## src/rtl/mgmt_pkg.sv

```systemverilog
package mgmt_pkg;

  localparam int FRAME_BITS = 64;
  localparam int TA_BIT     = 46;
  localparam int DATA_BIT   = 48;

  localparam logic [2:0] A_REGADDR = 3'd0;
  localparam logic [2:0] A_CMD     = 3'd1;
  localparam logic [2:0] A_WLO     = 3'd2;
  localparam logic [2:0] A_WHI     = 3'd3;
  localparam logic [2:0] A_RLO     = 3'd4;
  localparam logic [2:0] A_RHI     = 3'd5;
  localparam logic [2:0] A_STATUS  = 3'd6;

  typedef enum logic {OP_WRITE = 1'b0, OP_READ = 1'b1} mgmt_op_e;

  // Whole frame, bit 63 leaves first. Read frames carry ones where the line is released.
  function automatic logic [FRAME_BITS-1:0] build_frame(
    input mgmt_op_e    op,
    input logic [4:0]  phy,
    input logic [4:0]  regn,
    input logic [15:0] data
  );
    logic [1:0]  opc;
    logic [1:0]  ta;
    logic [15:0] pay;
    opc = (op == OP_READ) ? 2'b10 : 2'b01;
    ta  = (op == OP_READ) ? 2'b11 : 2'b10;
    pay = (op == OP_READ) ? 16'hFFFF : data;
    return {32'hFFFF_FFFF, 2'b01, opc, phy, regn, ta, pay};
  endfunction

endpackage

```

## src/rtl/mgmt_mdc_gen.sv

```systemverilog
module mgmt_mdc_gen #(
  parameter int HALF = 4
) (
  input  logic clk,
  input  logic rst_n,
  input  logic start_i,
  input  logic run_i,
  output logic mdc_o,
  output logic rise_o,
  output logic wrap_o
);

  localparam int PERIOD = 2 * HALF;
  localparam int CW     = (PERIOD > 2) ? $clog2(PERIOD) : 1;
  localparam logic [CW-1:0] CNT_HALF = CW'(HALF - 1);
  localparam logic [CW-1:0] CNT_LAST = CW'(PERIOD - 1);

  logic [CW-1:0] cnt_q, cnt_d;
  logic          mdc_q, mdc_d;

  always_comb begin
    cnt_d = cnt_q;
    mdc_d = mdc_q;
    if (start_i || !run_i) begin
      cnt_d = '0;
      mdc_d = 1'b0;
    end else if (cnt_q == CNT_LAST) begin
      cnt_d = '0;
      mdc_d = 1'b0;
    end else begin
      cnt_d = cnt_q + 1'b1;
      if (cnt_q == CNT_HALF) mdc_d = 1'b1;
    end
  end

  always_ff @(posedge clk or negedge rst_n) begin
    if (!rst_n) begin
      cnt_q <= '0;
      mdc_q <= 1'b0;
    end else begin
      cnt_q <= cnt_d;
      mdc_q <= mdc_d;
    end
  end

  assign mdc_o  = mdc_q;
  assign rise_o = run_i && !start_i && (cnt_q == CNT_HALF);
  assign wrap_o = run_i && !start_i && (cnt_q == CNT_LAST);

endmodule

```

## src/rtl/mgmt_frame_engine.sv

```systemverilog
module mgmt_frame_engine
  import mgmt_pkg::*;
#(
  parameter logic [4:0] PHY_ADDR = 5'h01,
  parameter int         HALF     = 4
) (
  input  logic        clk,
  input  logic        rst_n,
  input  logic        start_i,
  input  mgmt_op_e    op_i,
  input  logic [4:0]  reg_i,
  input  logic [15:0] wdata_i,
  input  logic        mdio_i,
  output logic        busy_o,
  output logic        done_o,
  output mgmt_op_e    op_o,
  output logic [15:0] cap_o,
  output logic        mdc_o,
  output logic        mdio_o,
  output logic        mdio_oe_o
);

  localparam int BW = $clog2(FRAME_BITS);
  localparam logic [BW-1:0] LAST_BIT = BW'(FRAME_BITS - 1);
  localparam logic [BW-1:0] TA_IDX   = BW'(TA_BIT);
  localparam logic [BW-1:0] DAT_IDX  = BW'(DATA_BIT);

  logic                  active_q, active_d;
  mgmt_op_e              op_q, op_d;
  logic [BW-1:0]         bit_q, bit_d;
  logic [FRAME_BITS-1:0] sh_q, sh_d;
  logic [15:0]           cap_q, cap_d;
  logic                  rise, wrap, last;

  mgmt_mdc_gen #(.HALF(HALF)) u_mdc (
    .clk    (clk),
    .rst_n  (rst_n),
    .start_i(start_i),
    .run_i  (active_q),
    .mdc_o  (mdc_o),
    .rise_o (rise),
    .wrap_o (wrap)
  );

  assign last = wrap && (bit_q == LAST_BIT);

  always_comb begin
    active_d = active_q;
    op_d     = op_q;
    bit_d    = bit_q;
    sh_d     = sh_q;
    cap_d    = cap_q;
    if (start_i) begin
      active_d = 1'b1;
      op_d     = op_i;
      bit_d    = '0;
      sh_d     = build_frame(op_i, PHY_ADDR, reg_i, wdata_i);
    end else if (wrap) begin
      sh_d = {sh_q[FRAME_BITS-2:0], 1'b1};
      if (last) active_d = 1'b0;
      else      bit_d    = bit_q + 1'b1;
    end
    if (rise && (op_q == OP_READ) && (bit_q >= DAT_IDX)) begin
      cap_d = {cap_q[14:0], mdio_i};
    end
  end

  always_ff @(posedge clk or negedge rst_n) begin
    if (!rst_n) begin
      active_q <= 1'b0;
      op_q     <= OP_WRITE;
      bit_q    <= '0;
      sh_q     <= '0;
      cap_q    <= '0;
    end else begin
      active_q <= active_d;
      op_q     <= op_d;
      bit_q    <= bit_d;
      sh_q     <= sh_d;
      cap_q    <= cap_d;
    end
  end

  assign busy_o    = active_q;
  assign done_o    = last;
  assign op_o      = op_q;
  assign cap_o     = cap_q;
  assign mdio_o    = active_q & sh_q[FRAME_BITS-1];
  assign mdio_oe_o = active_q && !((op_q == OP_READ) && (bit_q >= TA_IDX));

endmodule

```

## src/rtl/mgmt_regbank.sv

```systemverilog
module mgmt_regbank
  import mgmt_pkg::*;
(
  input  logic        clk,
  input  logic        rst_n,
  input  logic [2:0]  bus_addr,
  input  logic        bus_wr,
  input  logic [7:0]  bus_wdata,
  output logic [7:0]  bus_rdata,
  input  logic        busy_i,
  input  logic        done_i,
  input  mgmt_op_e    done_op_i,
  input  logic [15:0] cap_i,
  output logic        start_o,
  output mgmt_op_e    op_o,
  output logic [4:0]  reg_o,
  output logic [15:0] wdata_o
);

  logic [4:0] regaddr_q, regaddr_d;
  logic       cmd_q, cmd_d;
  logic [7:0] wlo_q, wlo_d;
  logic [7:0] whi_q, whi_d;
  logic [7:0] rlo_q, rlo_d;
  logic [7:0] rhi_q, rhi_d;
  logic       wr_cmd, wr_whi, start_rd, start_wr;

  assign wr_cmd   = bus_wr && (bus_addr == A_CMD) && !busy_i;
  assign wr_whi   = bus_wr && (bus_addr == A_WHI) && !busy_i;
  assign start_rd = wr_cmd && bus_wdata[0] && !cmd_q;
  assign start_wr = wr_whi;

  always_comb begin
    regaddr_d = regaddr_q;
    cmd_d     = cmd_q;
    wlo_d     = wlo_q;
    whi_d     = whi_q;
    rlo_d     = rlo_q;
    rhi_d     = rhi_q;
    if (bus_wr && (bus_addr == A_REGADDR)) regaddr_d = bus_wdata[4:0];
    if (bus_wr && (bus_addr == A_WLO))     wlo_d     = bus_wdata;
    if (wr_cmd)                            cmd_d     = bus_wdata[0];
    if (wr_whi)                            whi_d     = bus_wdata;
    if (done_i && (done_op_i == OP_READ)) begin
      rlo_d = cap_i[7:0];
      rhi_d = cap_i[15:8];
    end
  end

  always_ff @(posedge clk or negedge rst_n) begin
    if (!rst_n) begin
      regaddr_q <= '0;
      cmd_q     <= 1'b0;
      wlo_q     <= '0;
      whi_q     <= '0;
      rlo_q     <= '0;
      rhi_q     <= '0;
    end else begin
      regaddr_q <= regaddr_d;
      cmd_q     <= cmd_d;
      wlo_q     <= wlo_d;
      whi_q     <= whi_d;
      rlo_q     <= rlo_d;
      rhi_q     <= rhi_d;
    end
  end

  always_comb begin
    case (bus_addr)
      A_REGADDR: bus_rdata = {3'b000, regaddr_q};
      A_CMD:     bus_rdata = {7'b0, cmd_q};
      A_WLO:     bus_rdata = wlo_q;
      A_WHI:     bus_rdata = whi_q;
      A_RLO:     bus_rdata = rlo_q;
      A_RHI:     bus_rdata = rhi_q;
      A_STATUS:  bus_rdata = {7'b0, busy_i};
      default:   bus_rdata = 8'h00;
    endcase
  end

  assign start_o = start_rd || start_wr;
  assign op_o    = start_rd ? OP_READ : OP_WRITE;
  assign reg_o   = regaddr_q;
  assign wdata_o = {bus_wdata, wlo_q};

endmodule

```

## src/rtl/mgmt_bridge.sv

```systemverilog
module mgmt_bridge
  import mgmt_pkg::*;
#(
  parameter logic [4:0] PHY_ADDR = 5'h01,
  parameter int         MDC_HALF = 4
) (
  input  logic       clk,
  input  logic       rst_n,
  input  logic [2:0] bus_addr,
  input  logic       bus_wr,
  input  logic [7:0] bus_wdata,
  output logic [7:0] bus_rdata,
  output logic       mdc,
  output logic       mdio_o,
  output logic       mdio_oe,
  input  logic       mdio_i
);

  logic        rst_s1_q, rst_s2_q, rst_int_n;
  logic        eng_busy, eng_done, start;
  mgmt_op_e    eng_op, start_op;
  logic [4:0]  start_reg;
  logic [15:0] start_data, cap;

  always_ff @(posedge clk or negedge rst_n) begin
    if (!rst_n) begin
      rst_s1_q <= 1'b0;
      rst_s2_q <= 1'b0;
    end else begin
      rst_s1_q <= 1'b1;
      rst_s2_q <= rst_s1_q;
    end
  end
  assign rst_int_n = rst_s2_q;

  mgmt_regbank u_regs (
    .clk      (clk),
    .rst_n    (rst_int_n),
    .bus_addr (bus_addr),
    .bus_wr   (bus_wr),
    .bus_wdata(bus_wdata),
    .bus_rdata(bus_rdata),
    .busy_i   (eng_busy),
    .done_i   (eng_done),
    .done_op_i(eng_op),
    .cap_i    (cap),
    .start_o  (start),
    .op_o     (start_op),
    .reg_o    (start_reg),
    .wdata_o  (start_data)
  );

  mgmt_frame_engine #(.PHY_ADDR(PHY_ADDR), .HALF(MDC_HALF)) u_eng (
    .clk      (clk),
    .rst_n    (rst_int_n),
    .start_i  (start),
    .op_i     (start_op),
    .reg_i    (start_reg),
    .wdata_i  (start_data),
    .mdio_i   (mdio_i),
    .busy_o   (eng_busy),
    .done_o   (eng_done),
    .op_o     (eng_op),
    .cap_o    (cap),
    .mdc_o    (mdc),
    .mdio_o   (mdio_o),
    .mdio_oe_o(mdio_oe)
  );

endmodule

```

## config.mk

```make
export PLATFORM = sky130hd
export DESIGN_NAME = mgmt_bridge
export DESIGN_NICKNAME = d
export VERILOG_FILES = /design/src/rtl/mgmt_pkg.sv /design/src/rtl/mgmt_mdc_gen.sv /design/src/rtl/mgmt_frame_engine.sv /design/src/rtl/mgmt_regbank.sv /design/src/rtl/mgmt_bridge.sv
export SDC_FILE = /design/constraint.sdc
export NUM_CORES = 1
export LEC_CHECK = 0
export ABC_AREA = 1
export CORE_ASPECT_RATIO = 1.5
export CORE_MARGIN = 4
export CORE_UTILIZATION = 45
export CTS_BUF_LIST = sky130_fd_sc_hd__clkbuf_4
export DETAILED_ROUTE_END_ITERATION = 8
export GPL_ROUTABILITY_DRIVEN = 0
export MAX_ROUTING_LAYER = met4
export PLACE_DENSITY_LB_ADDON = 0.3
export SETUP_SLACK_MARGIN = 0.1
export SLEW_MARGIN = 20
export SYNTH_ARGS = -nofsm -noshare
export SYNTH_HDL_FRONTEND = slang
export SYNTH_SLANG_ARGS = --single-unit
export TNS_END_PERCENT = 30
```

## constraint.sdc

```tcl
create_clock -name clk -period 5 [get_ports clk]
set_input_delay 1 -clock clk [delete_from_list [all_inputs] [get_ports clk]]
set_output_delay 1 -clock clk [all_outputs]
set_load 0.005 [all_outputs]
```

==> metrics.md, run 1 <==
| Metric | Value |
|---|---|
| Final Hold Viols | 0 |
| Die width | 101 um |
| Synth top cells by count | nand2_1, dfrtp_1, o21ai_0 |
| Status | complete, no violations |
| 1st-pass router iterations | 5 |
| Post-synth cell types | 31 |
| Final setup vio count | 0 |
| CTS root buf | clkbuf_4 |
| Clock Path Buffers | 2 |
| Setup crit start kind | input port |
| CTS resizes | 0 |
| Worst setup EP type | output port |
| Arrival time worst endpoint | 2810 ps |
| Period utilization | 0.762 |
| Max-cap violations | 0 |
| Kind of critical path | in2out |
| Syn. warnings | 0 |
| Worst-Margin Slew | 962 ps |
| Pwr Density | 455 nW/um^2 |
| Req. time, crit path | 4000 ps |
| Cells on worst reg2reg path | 8 |
| WL per Instance | 14.3 um |
| Final Slew Violations | 0 |
| Register bit total from synthesis | 132 |
| Flop2flop setup slack | 2310 ps |
| Setup TNS | 0 ps |
| Final net count | 734 |
| Peak VDD IR | 198 uV |
| Core region area | 12600 um^2 |
| HP Class | reg2async |
| Worst-Skew Late Latency | 530 ps |
| # DRC | 0 |
| RSZ-0062 raised after global routing | no |
| Global-route wire length before repair | 21700 um |
| Vias per cell | 5.22 |
| Mapped Nets | 718 |
| Leading post-synthesis cells by cell area | dfrtp_1, nand2_1, o21ai_0, inv_1, nand3_1 |
| Num CTS Buffers | 17 |
| Register area share after synthesis | 0.566 |
| Sink Count | 132 |
| Die area | 14900 um^2 |
| Most numerous cell in the Yosys netlist | nand2_1 |
| Worst Skew | 18.3 ps |
| Area leader, netlist | dfrtp_1 |
| Synthesized cell area | 5840 um^2 |
| Pleak | 3.16 nW |
| Total chip power | 2.95 mW |
| Die H | 147 um |
| Hold Buf Count CTS | 0 |
| Pin count of the biggest net entering global routing | 84 |
| DR iter-0 viols | 399 |
| Total track usage | 0.189 |
| Synth async-reset ratio | 1.00 |
| Final HPWL DP | 8590 um |
| Critical Path Fanout Max | 7 |
| CTS tree | done |
| Share of layout cells above drive strength 1 | 0.0729 |
| Routed via count | 4617 |
| Setup bufs post-CTS | 0 |
| Final min period | 3810 ps |
| Reg-to-reg startpoint | u_eng.u_mdc.cnt_q[0] |
| Row count | 50 |
| Top FF cell, synth | dfrtp_1 |
| Post-synth top area share | 0.566 |
| Initial antenna violation count | 1 |
| Syn_area_per_cell | 8.35 um^2 |
| Boundary Pins | 26 |
| Synth-to-layout area growth | 11.1% |
| CTS clk-pin slew, worst paths | 110 ps |
| Total wire length | 12600 um |
| Number of flops mapped to enable cells by yosys | 0 |
| Port Buffers | 25 |
| Cells after Synth | 699 |
| Total global routing overflow | 0 |
| H-Tree Depth | 4 |
| Initial Utilization | 0.464 |
| Post-DRT Antenna Nets | 0 |
| Critical Path Start | bus_addr[1] |
| FMAX | 263 MHz |
| Critical Path Sink | bus_rdata[5] |
| Reg-to-reg endpoint | u_regs.rhi_q[3] |
| Vias in the first global route | 4600 |
| Max_slew headroom | 0.357 |
==> layout make-up <==
| type | instances | area [um^2] |
|---|---|---|
| sequential | 132 | 3310 |
| multi-input combinational | 463 | 2100 |
| timing repair buffer | 32 | 323 |
| inverter | 69 | 259 |
| tap | 156 | 195 |
| fill | 1181 | 6090 |
| clock buffer | 18 | 135 |
| clock inverter | 13 | 161 |
| antenna | 1 | 2.50 |
==> worst max-delay path, cell delays in order <==
cell             delay [ps]
clkdlybuf4s50_1         540
inv_1                    90
nor2_1                  130
nand2_1                 150
inv_1                   190
nand2_1                  90
o2111ai_1                80
clkdlybuf4s50_1         540
==> power by group <==
group | leakage, nW | total, mW | internal, mW | switching, mW
registers | 1.49 | 1.42 | 1.29 | 0.131
clock network | 0.141 | 0.741 | 0.347 | 0.394
logic | 1.53 | 0.785 | 0.291 | 0.494
==> worst min path at each step <==
stage	cells after the start	to	start	slack, ps
after floorplan	0	rst_int_n	rst_s1_q	330
after global placement	0	rst_int_n	rst_s1_q	340
after detailed placement	0	rst_int_n	rst_s1_q	340
after CTS	0	rst_int_n	rst_s1_q	380
after global routing	0	u_eng.sh_q[12]	rst_int_n	340
final	0	u_regs.wlo_q[6]	rst_int_n	300
==> sequential cells by signal, summed over array words and instances, names as in the netlist <==
name	cells
u_regs.reg_o	5
u_eng.u_mdc.cnt_q	3
u_regs.whi_q	8
u_eng.sh_q	64
u_eng.op_o	1
u_regs.rhi_q	8
rst_int_n	1
rst_s1_q	1
u_regs.wlo_q	8
u_eng.u_mdc.mdc_o	1
u_eng.cap_o	16
u_regs.rlo_q	8
u_eng.busy_o	1
u_eng.bit_q	6
u_regs.cmd_q	1
==> stage by stage <==
step,instances,area [um^2],hold WS [ps],utilization,setup slack (ps)
after CTS,882,6450,377,0.513,1200
after floorplan,699,5840,331,-,1050
final,884,6480,297,0.515,1190
after global routing,884,6480,338,0.515,988
after detailed placement,851,6150,340,0.489,1210
after global placement,851,6150,338,0.489,1270
==> layer usage <==
metal  global-route usage  vias up  wire length (um)
met2                0.316       92              6650
li1                     -     2272                 -
met3               0.0430       24               385
met4               0.0672        0               238
met1                0.221     2229              5320
met5                    -        -                 0
==> logic make-up after synthesis <==
| group | Yosys count | share of synthesized area |
|---|---|---|
| AO/OA/AOI/OAI | 106 | 0.0958 |
| XOR/XNOR | 1 | 0.00150 |
| adder cells (fa/ha/maj) | 4 | 0.00858 |
| buffers and inverters | 104 | 0.0748 |
| flip-flops | 132 | 0.566 |
| other | 1 | 0.000643 |
| AND/OR/NAND/NOR | 351 | 0.253 |
==> placed cells by master, fill, tap and decap left out, drive strengths merged, types with 7 or more instances in the layout <==
cell type,instances
nand2,255
buf,7
nand4,23
o21ai,85
dfrtp,132
clkdlybuf4s50,25
nand3,48
clkbuf,18
a21oi,13
inv,68
nor2,20
Note: power is estimated with default switching activity, not from simulation.
==> run 2, diff against run 1 <==
==> constraint.sdc (replaced) <==
create_clock -name clk -period 3.4 [get_ports clk]
set_input_delay 0.68 -clock clk [delete_from_list [all_inputs] [get_ports clk]]
set_output_delay 0.68 -clock clk [all_outputs]
set_load 0.005 [all_outputs]
==> run 2 against run 1 <==
Non-clock buffer count rose by 4; die area is the same; critical endpoint is now bus_rdata[1]; sequential share of layout area decreased by 0.27 points; largest power group unchanged; sequential power grew 48%; clock-buffer cell count decreased by 1; clock power up 47%; register-to-register slack worse by 1100 ps; final cell count up 0.57%; combinational power increased by 45%.
==> metrics.md, run 2 (synthesis gave the netlist of run 1 again) <==
| Metric | Value |
|---|---|
| Status | complete, no violations |
| Total global routing overflow | 0 (unchanged) |
| Crit-path cells | clkdlybuf4s50_1 -> inv_1 -> nor2_1 -> nand2_1 -> o21ai_0 -> a21oi_1 -> nand3_1 -> clkdlybuf4s50_1 |
| Final Hold Viols | 0 (unchanged) |
| Pwr Density | 664 nW/um^2 (+46%) |
| Initial Utilization | 0.464 (unchanged) |
| Commonest non-fill, non-tap cell in the layout | nand2_1 |
| Worst-Skew Late Latency | 530 ps (about the same) |
| Kind of critical path | in2out |
| Largest stage delay, worst path | 530 ps (about the same) |
| Reg-to-reg startpoint | u_eng.u_mdc.cnt_q[0] |
| Top sig layer | met4 |
| Vias in the first global route | 4537 (-1.4%) |
| Core region area | 12600 um^2 (unchanged) |
| Cell repeated most along the worst path | clkdlybuf4s50_1 |
| H-Tree Depth | 4 (unchanged) |
| Setup TNS | 0 ps (unchanged) |
| Worst Skew | 17.1 ps (-1.17 ps) |
| Row count | 50 (unchanged) |
| Die area | 14900 um^2 (unchanged) |
| CP bufs+invs | 3 (-1) |
| Initial antenna violation count | 1 (unchanged) |
| RSZ-0062 raised after global routing | yes |
| Top reg by flops | u_eng.sh_q |
| Final setup vio count | 0 (unchanged) |
| Worst setup EP type | output port |
| CTS clk-pin slew, worst paths | 130 ps (+20 ps) |
| Period utilization | 0.922 |
| Wl on met1 | 5410 um (+1.7%) |
| Setup bufs post-CTS | 0 (unchanged) |
| Crit path max-delay family | buffers and inverters |
| Max_slew headroom | 0.587 (+0.230) |
| HP Class | in2async |
| DR iter-0 viols | 328 (-18%) |
| Max FFs per register | 64 (unchanged) |
| FMAX | 319 MHz |
| Die H | 147 um (unchanged) |
| Sink Count | 132 (unchanged) |
| Num CTS Buffers | 17 (unchanged) |
| WL per Instance | 14.1 um (-1.1%) |
| Slowest-stage cell, CP | clkdlybuf4s50_1 |
| Fillers | 1156 (-2.1%) |
| Worst-Margin Slew | 619 ps (-342 ps) |
| Routed via count | 4647 (+0.65%) |
| CTS root buf | clkbuf_4 |
| Global-route wire length before repair | 21800 um (+0.51%) |
| Final Slew Violations | 0 (unchanged) |
| Final net count | 738 (+0.54%) |
| 1st-pass router iterations | 5 (unchanged) |
| Total track usage | 0.189 (+0.000233) |
| Clock Path Buffers | 2 (unchanged) |
| Final HPWL DP | 8580 um (about the same) |
| # DRC | 0 (unchanged) |
| Placed cell count | 855 (+0.47%) |
| Setup crit start kind | input port |
| Vias per cell | 5.23 (about the same) |
| Metal3 WL | 388 um (+0.78%) |
| Req. time, crit path | 2720 ps (-1280 ps) |
| Final min period | 3130 ps |
| Critical Path Fanout Max | 6 (-1) |
| Port Buffers | 25 (unchanged) |
| Die width | 101 um (unchanged) |
| Boundary Pins | 26 (unchanged) |
| Share of layout cells above drive strength 1 | 0.0820 (+0.00906) |
| Pin count of the biggest net entering global routing | 87 (+3.6%) |
| Synth-to-layout area growth | 11.7% |
| Critical Path Start | bus_addr[1] |
| Routed length on met2 | 6280 um (-5.7%) |
| Peak VDD IR | 307 uV (+55%) |
| Arrival time worst endpoint | 2450 ps (-360 ps) |
| Post-DRT Antenna Nets | 0 (unchanged) |
| Max-cap violations | 0 (unchanged) |
| CTS tree | done |
| Total wire length | 12500 um (-0.52%) |
| Final Non-Filler Cells | 889 (+0.57%) |
| Most frequent cells in the layout | nand2_1, dfrtp_1, o21ai_0, inv_1, nand3_1 |
| Pleak | 3.19 nW (+1.0%) |
-- run 2: changes by cell type in the layout (fill, tap and decap cells not counted), sizes merged --
cell      before  now
inv           68   77
buf            7   11
clkinv         6    3
clkinvlp       5    2
bufinv         3    2
clkbuf        18   17
-- run 2: power breakdown --
group | leakage [nW] | switching [mW] | internal, mW | total (mW)
registers | 1.49 | 0.196 | 1.90 | 2.10
clock network | 0.155 | 0.628 | 0.458 | 1.09
logic | 1.55 | 0.712 | 0.430 | 1.14
-- run 2: path summary, 6_finish.rpt --
path,end,slack [ps],cells past startpoint
worst max register to register,u_eng.sh_q[29],1220,6
worst max-delay path,bus_rdata[1],270,8
max in group asynchronous,u_eng.bit_q[4],2430,1
worst min-delay path,rst_s1_q,290,1
min in group clk,rst_int_n,380,0
worst min register to register,u_regs.rhi_q[7],320,0
-- run 2: stage by stage --
| step | hold WS (ps) | setup WS, ps | area [um^2] | util | power [mW] |
|---|---|---|---|---|---|
| floorplan | 331 | 1200 | 5840 | - | 2.97 |
| global placement | 338 | 342 | 6200 | 0.493 | 3.21 |
| detailed placement | 339 | 253 | 6200 | 0.493 | 3.27 |
| CTS | 251 | 238 | 6490 | 0.516 | 4.37 |
| global route | 253 | 79.2 | 6520 | 0.518 | 4.66 |
| finish | 291 | 266 | 6520 | 0.518 | 4.32 |
-- run 2: metal layers --
| metal | track usage | vias to the layer above |
|---|---|---|
| met4 | 0.0885 | 0 |
| met2 | 0.295 | 111 |
| met5 | - | - |
| met1 | 0.239 | 2232 |
| met3 | 0.0326 | 30 |
| li1 | - | 2274 |
-- run 2: what timing repair did --
item,4_1_cts,5_1_grt
gates resized for setup,0,1
setup endpoints to repair,0,4
hold buffers,0,0
-- run 2: final cells by class --
class / count / area (um^2) / share of cell area
Antenna cell: 1 / 2.50 / 0.000384
Tap cell: 156 / 195 / 0.0300
Multi-Input combinational cell: 463 / 2100 / 0.322
Inverter: 69 / 259 / 0.0397
Sequential cell: 132 / 3310 / 0.507
Timing Repair Buffer: 36 / 358 / 0.0549
Clock buffer: 17 / 128 / 0.0196
Clock inverter: 15 / 169 / 0.0259
==> run 3, diff against run 2 <==
--- a/config.mk
+++ b/config.mk
@@ -12,6 +12,7 @@
 export CTS_BUF_LIST = sky130_fd_sc_hd__clkbuf_4
 export DETAILED_ROUTE_END_ITERATION = 8
 export GPL_ROUTABILITY_DRIVEN = 0
+export HOLD_SLACK_MARGIN = 0.15
 export MAX_ROUTING_LAYER = met4
 export PLACE_DENSITY_LB_ADDON = 0.3
 export SETUP_SLACK_MARGIN = 0.1
==> results of run 3 <==
Final layout, timing and power as in run 2 (identical DEF).
